**src/rtl/uart_iid_pkg.sv**
```systemverilog
package uart_iid_pkg;
  localparam int unsigned NSRC = 4;
  // cause index equals enable bit
  localparam int unsigned SRC_RDA  = 0;
  localparam int unsigned SRC_THRE = 1;
  localparam int unsigned SRC_LSR  = 2;
  localparam int unsigned SRC_MSR  = 3;
  localparam logic [2:0] ID_LSR  = 3'b011;
  localparam logic [2:0] ID_RDA  = 3'b010;
  localparam logic [2:0] ID_THRE = 3'b001;
  localparam logic [2:0] ID_MSR  = 3'b000;
endpackage

```
**src/rtl/uart_iid_ier.sv**
```systemverilog
module uart_iid_ier #(
  parameter int unsigned DW   = 8,
  parameter int unsigned EN_W = 4
) (
  input  logic          clk_i,
  input  logic          rst_ni,
  input  logic          we_i,
  input  logic [DW-1:0] wdata_i,
  output logic [EN_W-1:0] en_o,
  output logic [DW-1:0] ier_o
);
  localparam int unsigned PAD = DW - EN_W;

  logic [EN_W-1:0] ier_q;

  always_ff @(posedge clk_i or negedge rst_ni) begin
    if (!rst_ni)   ier_q <= '0;
    else if (we_i) ier_q <= wdata_i[EN_W-1:0];
  end

  assign en_o  = ier_q;
  assign ier_o = {{PAD{1'b0}}, ier_q};

  p_ier_load_r2: assert property (@(posedge clk_i) disable iff (!rst_ni)
    we_i |=> ier_o[EN_W-1:0] == $past(wdata_i[EN_W-1:0]));
endmodule

```
**src/rtl/uart_iid_thre.sv**
```systemverilog
module uart_iid_thre (
  input  logic clk_i,
  input  logic rst_ni,
  input  logic evt_i,
  input  logic thr_we_i,
  input  logic acc_i,
  input  logic end_i,
  input  logic rep_i,
  output logic pend_o
);
  logic pend_q, evt_seen_q, wr_seen_q;
  logic kept;

  // state surviving the finished access
  assign kept = (pend_q & ~rep_i & ~wr_seen_q) | evt_seen_q;

  always_ff @(posedge clk_i or negedge rst_ni) begin
    if (!rst_ni) begin
      pend_q     <= 1'b0;
      evt_seen_q <= 1'b0;
      wr_seen_q  <= 1'b0;
    end else if (acc_i) begin
      evt_seen_q <= (evt_seen_q & ~thr_we_i) | evt_i;
      wr_seen_q  <= wr_seen_q | thr_we_i;
    end else if (end_i) begin
      pend_q     <= (kept & ~thr_we_i) | evt_i;
      evt_seen_q <= 1'b0;
      wr_seen_q  <= 1'b0;
    end else begin
      pend_q     <= (pend_q & ~thr_we_i) | evt_i;
    end
  end

  assign pend_o = pend_q;

  p_frozen_r7: assert property (@(posedge clk_i) disable iff (!rst_ni)
    acc_i |=> $stable(pend_o));
  p_read_clear_r9: assert property (@(posedge clk_i) disable iff (!rst_ni)
    (end_i && rep_i && !evt_seen_q && !evt_i) |=> !pend_o);
  p_thr_clear_r10: assert property (@(posedge clk_i) disable iff (!rst_ni)
    (!acc_i && !end_i && thr_we_i && !evt_i) |=> !pend_o);
endmodule

```
**src/rtl/uart_iid_prio.sv**
```systemverilog
module uart_iid_prio
  import uart_iid_pkg::*;
#(
  parameter int unsigned DW = 8
) (
  input  logic            clk_i,
  input  logic            rst_ni,
  input  logic [NSRC-1:0] cause_i,
  input  logic [NSRC-1:0] en_i,
  output logic [DW-1:0]   iid_o
);
  logic [NSRC-1:0] act;

  for (genvar g = 0; g < NSRC; g++) begin : g_mask
    assign act[g] = cause_i[g] & en_i[g];
  end

  always_comb begin
    iid_o    = '0;
    iid_o[0] = 1'b1;
    if (act[SRC_LSR]) begin
      iid_o[3:1] = ID_LSR;  iid_o[0] = 1'b0;
    end else if (act[SRC_RDA]) begin
      iid_o[3:1] = ID_RDA;  iid_o[0] = 1'b0;
    end else if (act[SRC_THRE]) begin
      iid_o[3:1] = ID_THRE; iid_o[0] = 1'b0;
    end else if (act[SRC_MSR]) begin
      iid_o[3:1] = ID_MSR;  iid_o[0] = 1'b0;
    end
  end

  p_lsr_top_r4: assert property (@(posedge clk_i) disable iff (!rst_ni)
    (cause_i[SRC_LSR] && en_i[SRC_LSR]) |-> iid_o[3:0] == 4'h6);
  p_idle_r3: assert property (@(posedge clk_i) disable iff (!rst_ni)
    ((cause_i & en_i) == '0) |-> iid_o[0]);
endmodule

```
**src/rtl/uart_iid_ctrl.sv**
```systemverilog
module uart_iid_ctrl
  import uart_iid_pkg::*;
#(
  parameter int unsigned DW   = 8,
  parameter int unsigned EN_W = NSRC
) (
  input  logic          clk_i,
  input  logic          rst_ni,
  input  logic          ier_we_i,
  input  logic [DW-1:0] ier_wdata_i,
  output logic [DW-1:0] ier_o,
  input  logic          iir_rd_i,
  input  logic          thr_we_i,
  input  logic          rda_i,
  input  logic          thre_evt_i,
  input  logic          lsr_i,
  input  logic          msr_i,
  output logic [DW-1:0] iir_o,
  output logic          irq_o
);
  logic [EN_W-1:0] en;
  logic [DW-1:0]   live, snap_q;
  logic            rd_q, frozen, acc_end, rep_thre, thre_pend;
  logic [NSRC-1:0] cause;

  uart_iid_ier #(.DW(DW), .EN_W(EN_W)) u_ier (
    .clk_i, .rst_ni, .we_i(ier_we_i), .wdata_i(ier_wdata_i),
    .en_o(en), .ier_o
  );

  always_ff @(posedge clk_i or negedge rst_ni) begin
    if (!rst_ni) begin
      rd_q   <= 1'b0;
      snap_q <= {{(DW-1){1'b0}}, 1'b1};
    end else begin
      rd_q <= iir_rd_i;
      if (!frozen) snap_q <= live;
    end
  end

  assign frozen   = iir_rd_i & rd_q;
  assign acc_end  = rd_q & ~iir_rd_i;
  assign rep_thre = (snap_q[3:0] == {ID_THRE, 1'b0});

  uart_iid_thre u_thre (
    .clk_i, .rst_ni, .evt_i(thre_evt_i), .thr_we_i,
    .acc_i(iir_rd_i), .end_i(acc_end), .rep_i(rep_thre), .pend_o(thre_pend)
  );

  always_comb begin
    cause           = '0;
    cause[SRC_RDA]  = rda_i;
    cause[SRC_THRE] = thre_pend;
    cause[SRC_LSR]  = lsr_i;
    cause[SRC_MSR]  = msr_i;
  end

  uart_iid_prio #(.DW(DW)) u_prio (
    .clk_i, .rst_ni, .cause_i(cause), .en_i(en[NSRC-1:0]), .iid_o(live)
  );

  assign iir_o = frozen ? snap_q : live;
  assign irq_o = ~iir_o[0];

  p_freeze_r7: assert property (@(posedge clk_i) disable iff (!rst_ni)
    (iir_rd_i && $past(iir_rd_i)) |-> $stable(iir_o));
  p_irq_level_r6: assert property (@(posedge clk_i) disable iff (!rst_ni)
    irq_o != iir_o[0]);
endmodule

```
**config.mk**
```make
export PLATFORM = sky130hd
export DESIGN_NAME = uart_iid_ctrl
export DESIGN_NICKNAME = d
export VERILOG_FILES = /design/src/rtl/uart_iid_pkg.sv /design/src/rtl/uart_iid_ier.sv /design/src/rtl/uart_iid_thre.sv /design/src/rtl/uart_iid_prio.sv /design/src/rtl/uart_iid_ctrl.sv
export SDC_FILE = /design/constraint.sdc
export NUM_CORES = 1
export LEC_CHECK = 0
export BUFFER_PORTS_ARGS = -buffer_cell sky130_fd_sc_hd__buf_2
export CORE_MARGIN = 2
export CORE_UTILIZATION = 43
export DETAILED_ROUTE_END_ITERATION = 8
export GPL_TIMING_DRIVEN = 1
export PLACE_DENSITY_LB_ADDON = 0.2
export SKIP_CTS_REPAIR_TIMING = 1
export SYNTH_ARGS = -nofsm -noshare
export SYNTH_HDL_FRONTEND = slang
export SYNTH_SLANG_ARGS = --single-unit
```
**constraint.sdc**
```tcl
create_clock -name clk_i -period 1.2 [get_ports clk_i]
set_clock_uncertainty 0.2 [all_clocks]
set_input_delay 0.12 -clock clk_i [delete_from_list [all_inputs] [get_ports clk_i]]
set_output_delay 0.12 -clock clk_i [all_outputs]
set_load 0.02 [all_outputs]
```
# --- After elaboration in Yosys (flattened, before gate mapping) ---
# Index checks and enable logic that the tools add are counted.
word_totals:
  ff_bits: 16
  inputBits: 17
  out_inout_bits: 17
  elab_cells: 38
classes:
  eq_ne: 1
  n_mux: 9
  n_bitwise: 21
  n_reduce_logical: 1
ops:
  columns: ["cell", "n"]
  rows:
  - ["4-bit two-way mux", 3]
  - ["1-bit bitwise AND", 11]
  - ["8-bit two-way mux", 1]
  - ["1-bit two-way mux", 5]
  - ["1-bit NOT", 5]
  - ["1-bit bitwise OR", 5]
  - ["4-bit by 2-bit equality test with 1-bit output (second input constant)", 1]
  - ["2-bit nonzero test", 1]

# --- Logic depth before layout (Yosys ltp) ---
# Gate-level depths: netlist of run 1.
logic_depth:
  ltp_word: 8
  ltp_mapped: 4
  mapped_depth_nobuf: 3

# --- Cells and area by module ---
# Synthesis of run 1 repeated with hierarchy kept, for this count alone.
hier_totals:
  hier_cells: 62
  area_unflattened_um2: 780.7
by_module_without_submodules:
  columns: ["mod", "n_inst", "cells_each", "area_each_um2", "seq_area_each_um2"]
  rows:
  - ["uart_iid_ctrl", 1, 21, 355.3, 226.5]
  - ["uart_iid_ier", 1, 17, 209.0, 100.1]
  - ["uart_iid_thre", 1, 14, 137.6, 75.1]
  - ["uart_iid_prio", 1, 10, 78.8, 0.0]

# --- Worst setup path after synthesis of run 1 ---
# No wires, ideal clock.
synth_path:
  kind: "reg2reg"
  startpoint: "register u_ier.ier_q[0] (netlist: u_ier.en_o[0])"
  endpoint: "register snap_q[1]"
  setup_time_ps: 167
  t_arrival_ps: 1048
  required_ps: 833
  setup_slack_ps: -215
  stages_incl_launch_ff: 4
  path_buffers: 0
  synth_period_minus_slack_ps: 1415
  cell_sequence: "dfrtp_1 -> nand2_1 -> a32oi_1 -> a21oi_1"
synth_between:
  elab_chain_cells: 4
synth_rtl:
  columns: ["element", "line", "text"]
  rows:
  - ["start: declaration", "uart_iid_ier.sv:14", "logic [EN_W-1:0] ier_q;"]
  - ["start signal: assignment", "uart_iid_ier.sv:18", "else if (we_i) ier_q <= wdata_i[EN_W-1:0];"]
  - ["1-bit bitwise AND", "uart_iid_prio.sv:15", "assign act[g] = cause_i[g] & en_i[g];"]
  - ["4-bit two-way mux", "uart_iid_prio.sv:23", "end else if (act[SRC_RDA]) begin"]
  - ["4-bit two-way mux", "uart_iid_prio.sv:21", "if (act[SRC_LSR]) begin"]
  - ["8-bit two-way mux", null, null]
  - ["named net iir_o[1]", "uart_iid_ctrl.sv:18", "output logic [DW-1:0] iir_o,"]
  - ["end signal: assignment", "uart_iid_ctrl.sv:34", "snap_q <= {{(DW-1){1'b0}}, 1'b1};"]
  - ["end signal: assignment", "uart_iid_ctrl.sv:37", "if (!frozen) snap_q <= live;"]
  - ["end: declaration", "uart_iid_ctrl.sv:22", "logic [DW-1:0] live, snap_q;"]
# The timed path passes the listed nets, and every way through them passes these cells.
# A chain may end at the register's enable or synchronous reset.

# --- Worst setup path in the final report of run 1 ---
layout_path:
  startpoint: "register u_thre.pend_q (netlist: u_thre.pend_o)"
  endpoint: "output port irq_o"
layout_between:
  elab_chain_cells: 6
layout_rtl:
  columns: ["element", "line", "text"]
  rows:
  - ["start: declaration", "uart_iid_thre.sv:11", "logic pend_q, evt_seen_q, wr_seen_q;"]
  - ["start signal: assignment", "uart_iid_thre.sv:26", "pend_q <= (kept & ~thr_we_i) | evt_i;"]
  - ["start signal: assignment", "uart_iid_thre.sv:30", "pend_q <= (pend_q & ~thr_we_i) | evt_i;"]
  - ["1-bit bitwise AND", "uart_iid_prio.sv:15", null]
  - ["4-bit two-way mux", "uart_iid_prio.sv:25", "end else if (act[SRC_THRE]) begin"]
  - ["4-bit two-way mux", "uart_iid_prio.sv:23", null]
  - ["4-bit two-way mux", "uart_iid_prio.sv:21", null]
  - ["8-bit two-way mux", "uart_iid_ctrl.sv:62", "assign iir_o = frozen ? snap_q : live;"]
  - ["1-bit NOT", "uart_iid_ctrl.sv:63", "assign irq_o = ~iir_o[0];"]
  - ["end: declaration", "uart_iid_ctrl.sv:19", "output logic irq_o"]
# Every way passes these cells.

==> flow_summary.rst, run 1 <==
.. list-table::
   :header-rows: 1

   * - Metric
     - Value
   * - Status
     - finished, violations left
   * - Violated checks
     - negative hold slack, negative setup slack
   * - Final setup slack of the worst path
     - -457.4 ps
   * - Die area
     - 1924 um^2
   * - Die extent in x
     - 43.86 um
   * - Antenna Diode Count
     - 0
   * - Number of nets in the layout
     - 121
   * - Type of element capturing the critical path
     - output pin
   * - I/O pin cnt
     - 34
   * - Pwr dens
     - 1176 nW/um^2
   * - Count of flip-flops with a built-in enable after synthesis
     - 0
   * - Placer Congestion
     - 0.7599
   * - Sinks on Clock Net
     - 16
   * - Max Clk Rate
     - 603.4 MHz
   * - Peak supply drop
     - 706.6 uV
   * - Leakage
     - 0.5393 nW
   * - Number of rows in the core area
     - 14
   * - Class of the tightest hold or removal check
     - primary input to flip-flop
   * - Number of pins exceeding their max-slew limit in the final report
     - 0
   * - Most common cell in the netlist
     - dfrtp_1
   * - Average wire per standard cell
     - 14.03 um
   * - Worst-Skew Late Latency
     - 280 ps
   * - Via count of the first global-routing pass
     - 485
   * - Leading post-synthesis cells by instance count
     - 15 x dfrtp_1, 5 x and3_1, 5 x buf_4, 5 x nor2_1
   * - Die H
     - 43.86 um
   * - Leading register cell type out of synthesis
     - dfrtp_1
   * - Critical path type
     - flip-flop to output pin
   * - Final routed wirelength across all metal layers
     - 1.670 mm
   * - Period utilization
     - 138.1%
   * - Number of antenna violations at the first check in global routing
     - 0
   * - Vias post-DR
     - 611
   * - Number of cells on the worst hold path
     - 3
   * - Count of H-tree levels built during CTS
     - 1
   * - CORE AREA
     - 1506 um^2
   * - Most area-consuming cells after synthesis
     - dfrtp_1 55%, mux2_2 6.6%, buf_4 5.5%
   * - Cell depth of the worst flop-to-flop path
     - 5
   * - Average size of a mapped cell
     - 11.58 um^2
   * - Summed instance area of the synthesized netlist
     - 683.2 um^2
   * - Antenna Violating Nets Remaining
     - 0
   * - Fin Hold WS
     - -67.85 ps
   * - Global-route wire length before repair
     - 2.070 mm
   * - Synth-to-layout area growth
     - 65.57%
   * - Largest fanout on the critical path
     - 3
   * - Via density
     - 5.134
   * - Number of failing setup endpoints in the final timing report
     - 14
   * - Sum of overflow across all layers after global routing
     - 0
   * - Share of flip-flops with an asynchronous set or reset
     - 100.0%
   * - Final critical delay including setup and external delays
     - 1657 ps
   * - Max-cap violations
     - 0
   * - Total Power
     - 1.330 mW
   * - Post-detail-place hpwl
     - 1.025 mm
   * - Yosys warning total
     - 0
   * - Starting Density
     - 45.35%
   * - Gr usage total
     - 15.08%
   * - Library cell used as clock root buffer
     - clkbuf_4
   * - First-pass iteration count of the detailed router
     - 4
   * - Detailed router's first-iteration violation count
     - 10
   * - Max Root-Sink Buffers
     - 2
   * - Final routed DRC violation total
     - 0
   * - Unique cell type count in the Yosys netlist
     - 21
   * - Dpl cells
     - 106
   * - CTS tree
     - done
   * - Maximum number of pins on one net before global-route repair
     - 17
   * - Non-filler cells, final
     - 119
   * - Arrival time at the worst endpoint
     - 1340 ps
   * - Port-buffer cells
     - 25
   * - RSZ-0062 raised after global routing
     - yes
   * - Syn Inst Count
     - 59
   * - Clock transition time at the flip-flop clock pins of the worst setup and hold paths
     - 90 ps
   * - Fin. Hold Viols
     - 3
   * - CTS buffer count
     - 3
   * - Worst Setup Start Kind
     - flip-flop
   * - Post-synthesis register bit count
     - 16
   * - Proportion of layout cells with a drive suffix above 1
     - 58.25%
   * - Most area-hungry cell type in the Yosys netlist
     - dfrtp_1
   * - Required time worst endpoint
     - 880 ps
   * - Post-synthesis sequential area ratio
     - 58.79%
   * - Top cell type's share of synthesized area
     - 54.95%
[kinds of logic (layout without fill, tap and decap cells)]
kind of cell | after synthesis | count (layout) | synth area share (%)
buffers and inverters | 7 | 48 | 6.776
AND/OR/NAND/NOR | 20 | 20 | 15.93
AO/OA/AOI/OAI | 11 | 11 | 11.35
flip-flops | 16 | 16 | 58.79
multiplexers | 4 | 4 | 6.593
other | 1 | 4 | 0.5489
[area by class of cell]
cell class	instances	area [um^2]
sequential	16	402.9
fill	107	375.4
timing repair buffer	43	366.6
multi-input combinational	39	301.5
clock buffer	4	36.28
tap	16	20.02
inverter	1	3.754
[registers in the layout, summed over array words and instances (netlist names)]
register           flops
u_ier.en_o             4
u_thre.evt_seen_q      1
u_thre.pend_o          1
rd_q                   1
snap_q                 8
u_thre.wr_seen_q       1
[per-layer routing]
layer	wire length, um	global-route usage, %	up-vias
met5	0	0	-
met4	18	9.091	0
met3	70	2.500	2
met2	854	23.24	20
met1	726	19.79	300
li1	-	-	289
[power by group]
part / total (mW) / switching, mW / internal, mW / leakage [nW]
sequential: 0.619 / 0.0324 / 0.586 / 0.197
combinational: 0.365 / 0.174 / 0.191 / 0.322
clock: 0.347 / 0.163 / 0.185 / 0.0210
[worst max-delay path, stage by stage (launching register included)]
cell and delay (ps):
dfrtp_1 420, a22oi_2 230, nand3_2 120, and2_4 170, buf_6 120
[worst paths after layout]
check                                 start          endpoint  slack [ps]
min                                thr_we_i  u_thre.wr_seen_q         -70
min in group asynchronous            rst_ni         snap_q[1]          70
max in group asynchronous            rst_ni         snap_q[0]         430
max reg2reg                            rd_q     u_thre.pend_o         -90
min reg2reg                u_thre.wr_seen_q  u_thre.wr_seen_q         330
max                           u_thre.pend_o             irq_o        -460
[cells in the final DEF (no fill, tap or decap), types with 2 or more instances in the layout]
cell           instances
dfrtp_1               14
mux2_2                 4
o21ai_0                2
clkbuf_4               3
nor2_1                 4
nand2_1                2
dlygate4sd3_1          8
buf_6                 15
buf_4                  7
a22oi_2                2
and3_4                 5
a21oi_1                2
buf_2                 13
nand2_2                2
conb_1                 4
[metrics by stage]
stage | hold WS (ps) | TNS (ps) | area, um^2 | utilization [%] | worst slack (ps)
3_5_place_dp | -152.5 | -398.4 | 878.3 | 58.31 | -141.6
3_3_place_gp | -149.8 | -367.9 | 878.3 | 58.31 | -137.1
4_1_cts | -464.9 | -3523 | 914.6 | 60.71 | -463.7
2_1_floorplan | -375.6 | -290.0 | 708.2 | - | -91.44
6_report | -67.85 | -3099 | 1131 | 75.08 | -457.4
5_1_grt | -34.38 | -3722 | 1131 | 75.08 | -516.3
Note: power is estimated with default switching activity, not from simulation.
==> run 2: changes to the inputs <==
CTS_CLUSTER_DIAMETER = 100   (was not set)
clock period = 1.55 ns   (was 1.2 ns; I/O delays follow)
==> flow_summary.rst, run 2 (synthesized netlist as in run 1, its figures left out) <==
.. list-table::
   :header-rows: 1

   * - Metric
     - Value
   * - Status
     - finished, violations left
   * - Violated checks
     - negative hold slack, negative setup slack
   * - Type of element capturing the critical path
     - output pin
   * - Flip-flop count of the largest register, all copies and words added
     - 8
   * - Sinks on Clock Net
     - 16
   * - Largest fanout on the critical path
     - 3
   * - Average wire per standard cell
     - 13.53 um
   * - RSZ-0062 raised after global routing
     - yes
   * - Port-buffer cells
     - 25
   * - Antenna Diode Count
     - 0
   * - Fin Hold WS
     - -46.89 ps
   * - Vias post-DR
     - 582
   * - CTS tree
     - done
   * - Worst Setup Start Kind
     - flip-flop
   * - Maximum number of pins on one net before global-route repair
     - 17
   * - Global-route wire length before repair
     - 2.111 mm
   * - Sum of overflow across all layers after global routing
     - 0
   * - Cell depth of the worst flop-to-flop path
     - 4
   * - Final critical delay including setup and external delays
     - 1698 ps
   * - Die extent in x
     - 43.86 um
   * - Die H
     - 43.86 um
   * - Max Root-Sink Buffers
     - 2
   * - Non-filler cells, final
     - 117
   * - Max Clk Rate
     - 588.8 MHz
   * - Capture point of the worst reg-to-reg path
     - snap_q[1]
   * - Number of nets in the layout
     - 119
   * - Number of antenna violations at the first check in global routing
     - 0
   * - Number of rows in the core area
     - 14
   * - Leakage
     - 0.5276 nW
   * - Class of the tightest hold or removal check
     - primary input to flip-flop
   * - Dpl cells
     - 98
   * - Number of pins exceeding their max-slew limit in the final report
     - 0
   * - Register area
     - 401.6 um^2
   * - Peak supply drop
     - 697.0 uV
   * - Total Neg Setup Slack
     - -395.6 ps
   * - Pwr dens
     - 989.3 nW/um^2
   * - Most used cells in the layout excluding fill and tap cells
     - 20 x buf_2, 15 x dfrtp_1, 9 x dlygate4sd3_1
   * - Fin. Hold Viols
     - 1
   * - Count of H-tree levels built during CTS
     - 1
   * - Required time worst endpoint
     - 1190 ps
   * - Antenna Violating Nets Remaining
     - 0
   * - Die area
     - 1924 um^2
   * - Number of failing setup endpoints in the final timing report
     - 4
   * - Min-Delay Startpoint
     - msr_i
   * - Worst hold path endpoint
     - snap_q[0]
   * - I/O pin cnt
     - 34
   * - Via count of the first global-routing pass
     - 468
   * - Library cell used as clock root buffer
     - clkbuf_4
   * - Setup slack of the worst register-to-register path
     - 300 ps
   * - Reg with most FFs
     - snap_q
   * - Proportion of layout cells with a drive suffix above 1
     - 48.51%
   * - Gr usage total
     - 15.18%
   * - Most frequent standard cell in the layout excluding fill and tap cells
     - buf_2
   * - CTS buffer count
     - 3
   * - Worst r2r src
     - u_ier.en_o[2]
   * - Starting Density
     - 45.35%
   * - Final routed DRC violation total
     - 0
   * - Max-cap violations
     - 0
   * - Clock transition time at the flip-flop clock pins of the worst setup and hold paths
     - 100 ps
   * - Post-route cell area
     - 1025 um^2
   * - Arrival time at the worst endpoint
     - 1340 ps
   * - Synth-to-layout area growth
     - 50.00%
   * - Final setup slack of the worst path
     - -148.4 ps
   * - Multi-input gate area in the final layout
     - 267.8 um^2
   * - Placer Congestion
     - 0.7109
   * - Layout filler cell count
     - 119
   * - Critical path type
     - flip-flop to output pin
   * - Number of cells on the worst hold path
     - 4
   * - Detailed router's first-iteration violation count
     - 15
   * - CORE AREA
     - 1506 um^2
   * - First-pass iteration count of the detailed router
     - 4
   * - Worst-Skew Late Latency
     - 280 ps
   * - Post-DP Area
     - 804.5 um^2
   * - Final routed wirelength across all metal layers
     - 1.583 mm
   * - Period utilization
     - 109.6%
   * - Via density
     - 4.974
[run 2: area by class of cell]
cell class | instances | area share [%]
Clock buffer | 4 | 3.541
Timing Repair Buffer | 41 | 28.82
Sequential cell | 16 | 39.19
Inverter | 1 | 0.3663
Multi-Input combinational cell | 39 | 26.13
Tap cell | 16 | 1.954
[run 2: power by group]
part	internal [mW]	leakage (nW)	switching [mW]
Clock	0.143	0.0210	0.134
Sequential	0.453	0.198	0.0274
Combinational	0.131	0.309	0.125
Total	0.727	0.528	0.287
[run 2: how the worst max path moves through the flow]
| stage | from | endpoint | slack, ps | depth (start not counted) |
|---|---|---|---|---|
| global placement | u_thre.pend_o | irq_o | 170 | 4 |
| CTS | u_thre.pend_o | irq_o | -170 | 4 |
| detailed placement | u_thre.pend_o | irq_o | 160 | 4 |
| global route | u_ier.en_o[2] | irq_o | -200 | 4 |
| floorplan | u_ier.en_o[0] | snap_q[1] | 130 | 3 |
| finish | u_ier.en_o[2] | irq_o | -150 | 4 |
[run 2: critical path, stage by stage, from the launching register on]
cell and delay (ps):
dfrtp_1 420, a22oi_2 250, nand3_2 110, and2_4 150
buf_6 120
[run 2: metrics by stage]
step	util, %	worst slack [ps]	power, mW
2_1_floorplan	-	134.5	0.6012
3_3_place_gp	53.41	168.9	0.6582
3_5_place_dp	53.41	164.2	0.6616
4_1_cts	55.81	-166.0	0.9328
5_1_grt	68.02	-195.6	1.062
6_report	68.02	-148.4	1.014
[run 2: per-layer routing]
metal / routed length, um / track usage, %
met5: 0 / 0
met4: 9 / 9.091
met3: 74 / 2.917
met2: 795 / 21.47
met1: 704 / 21.45
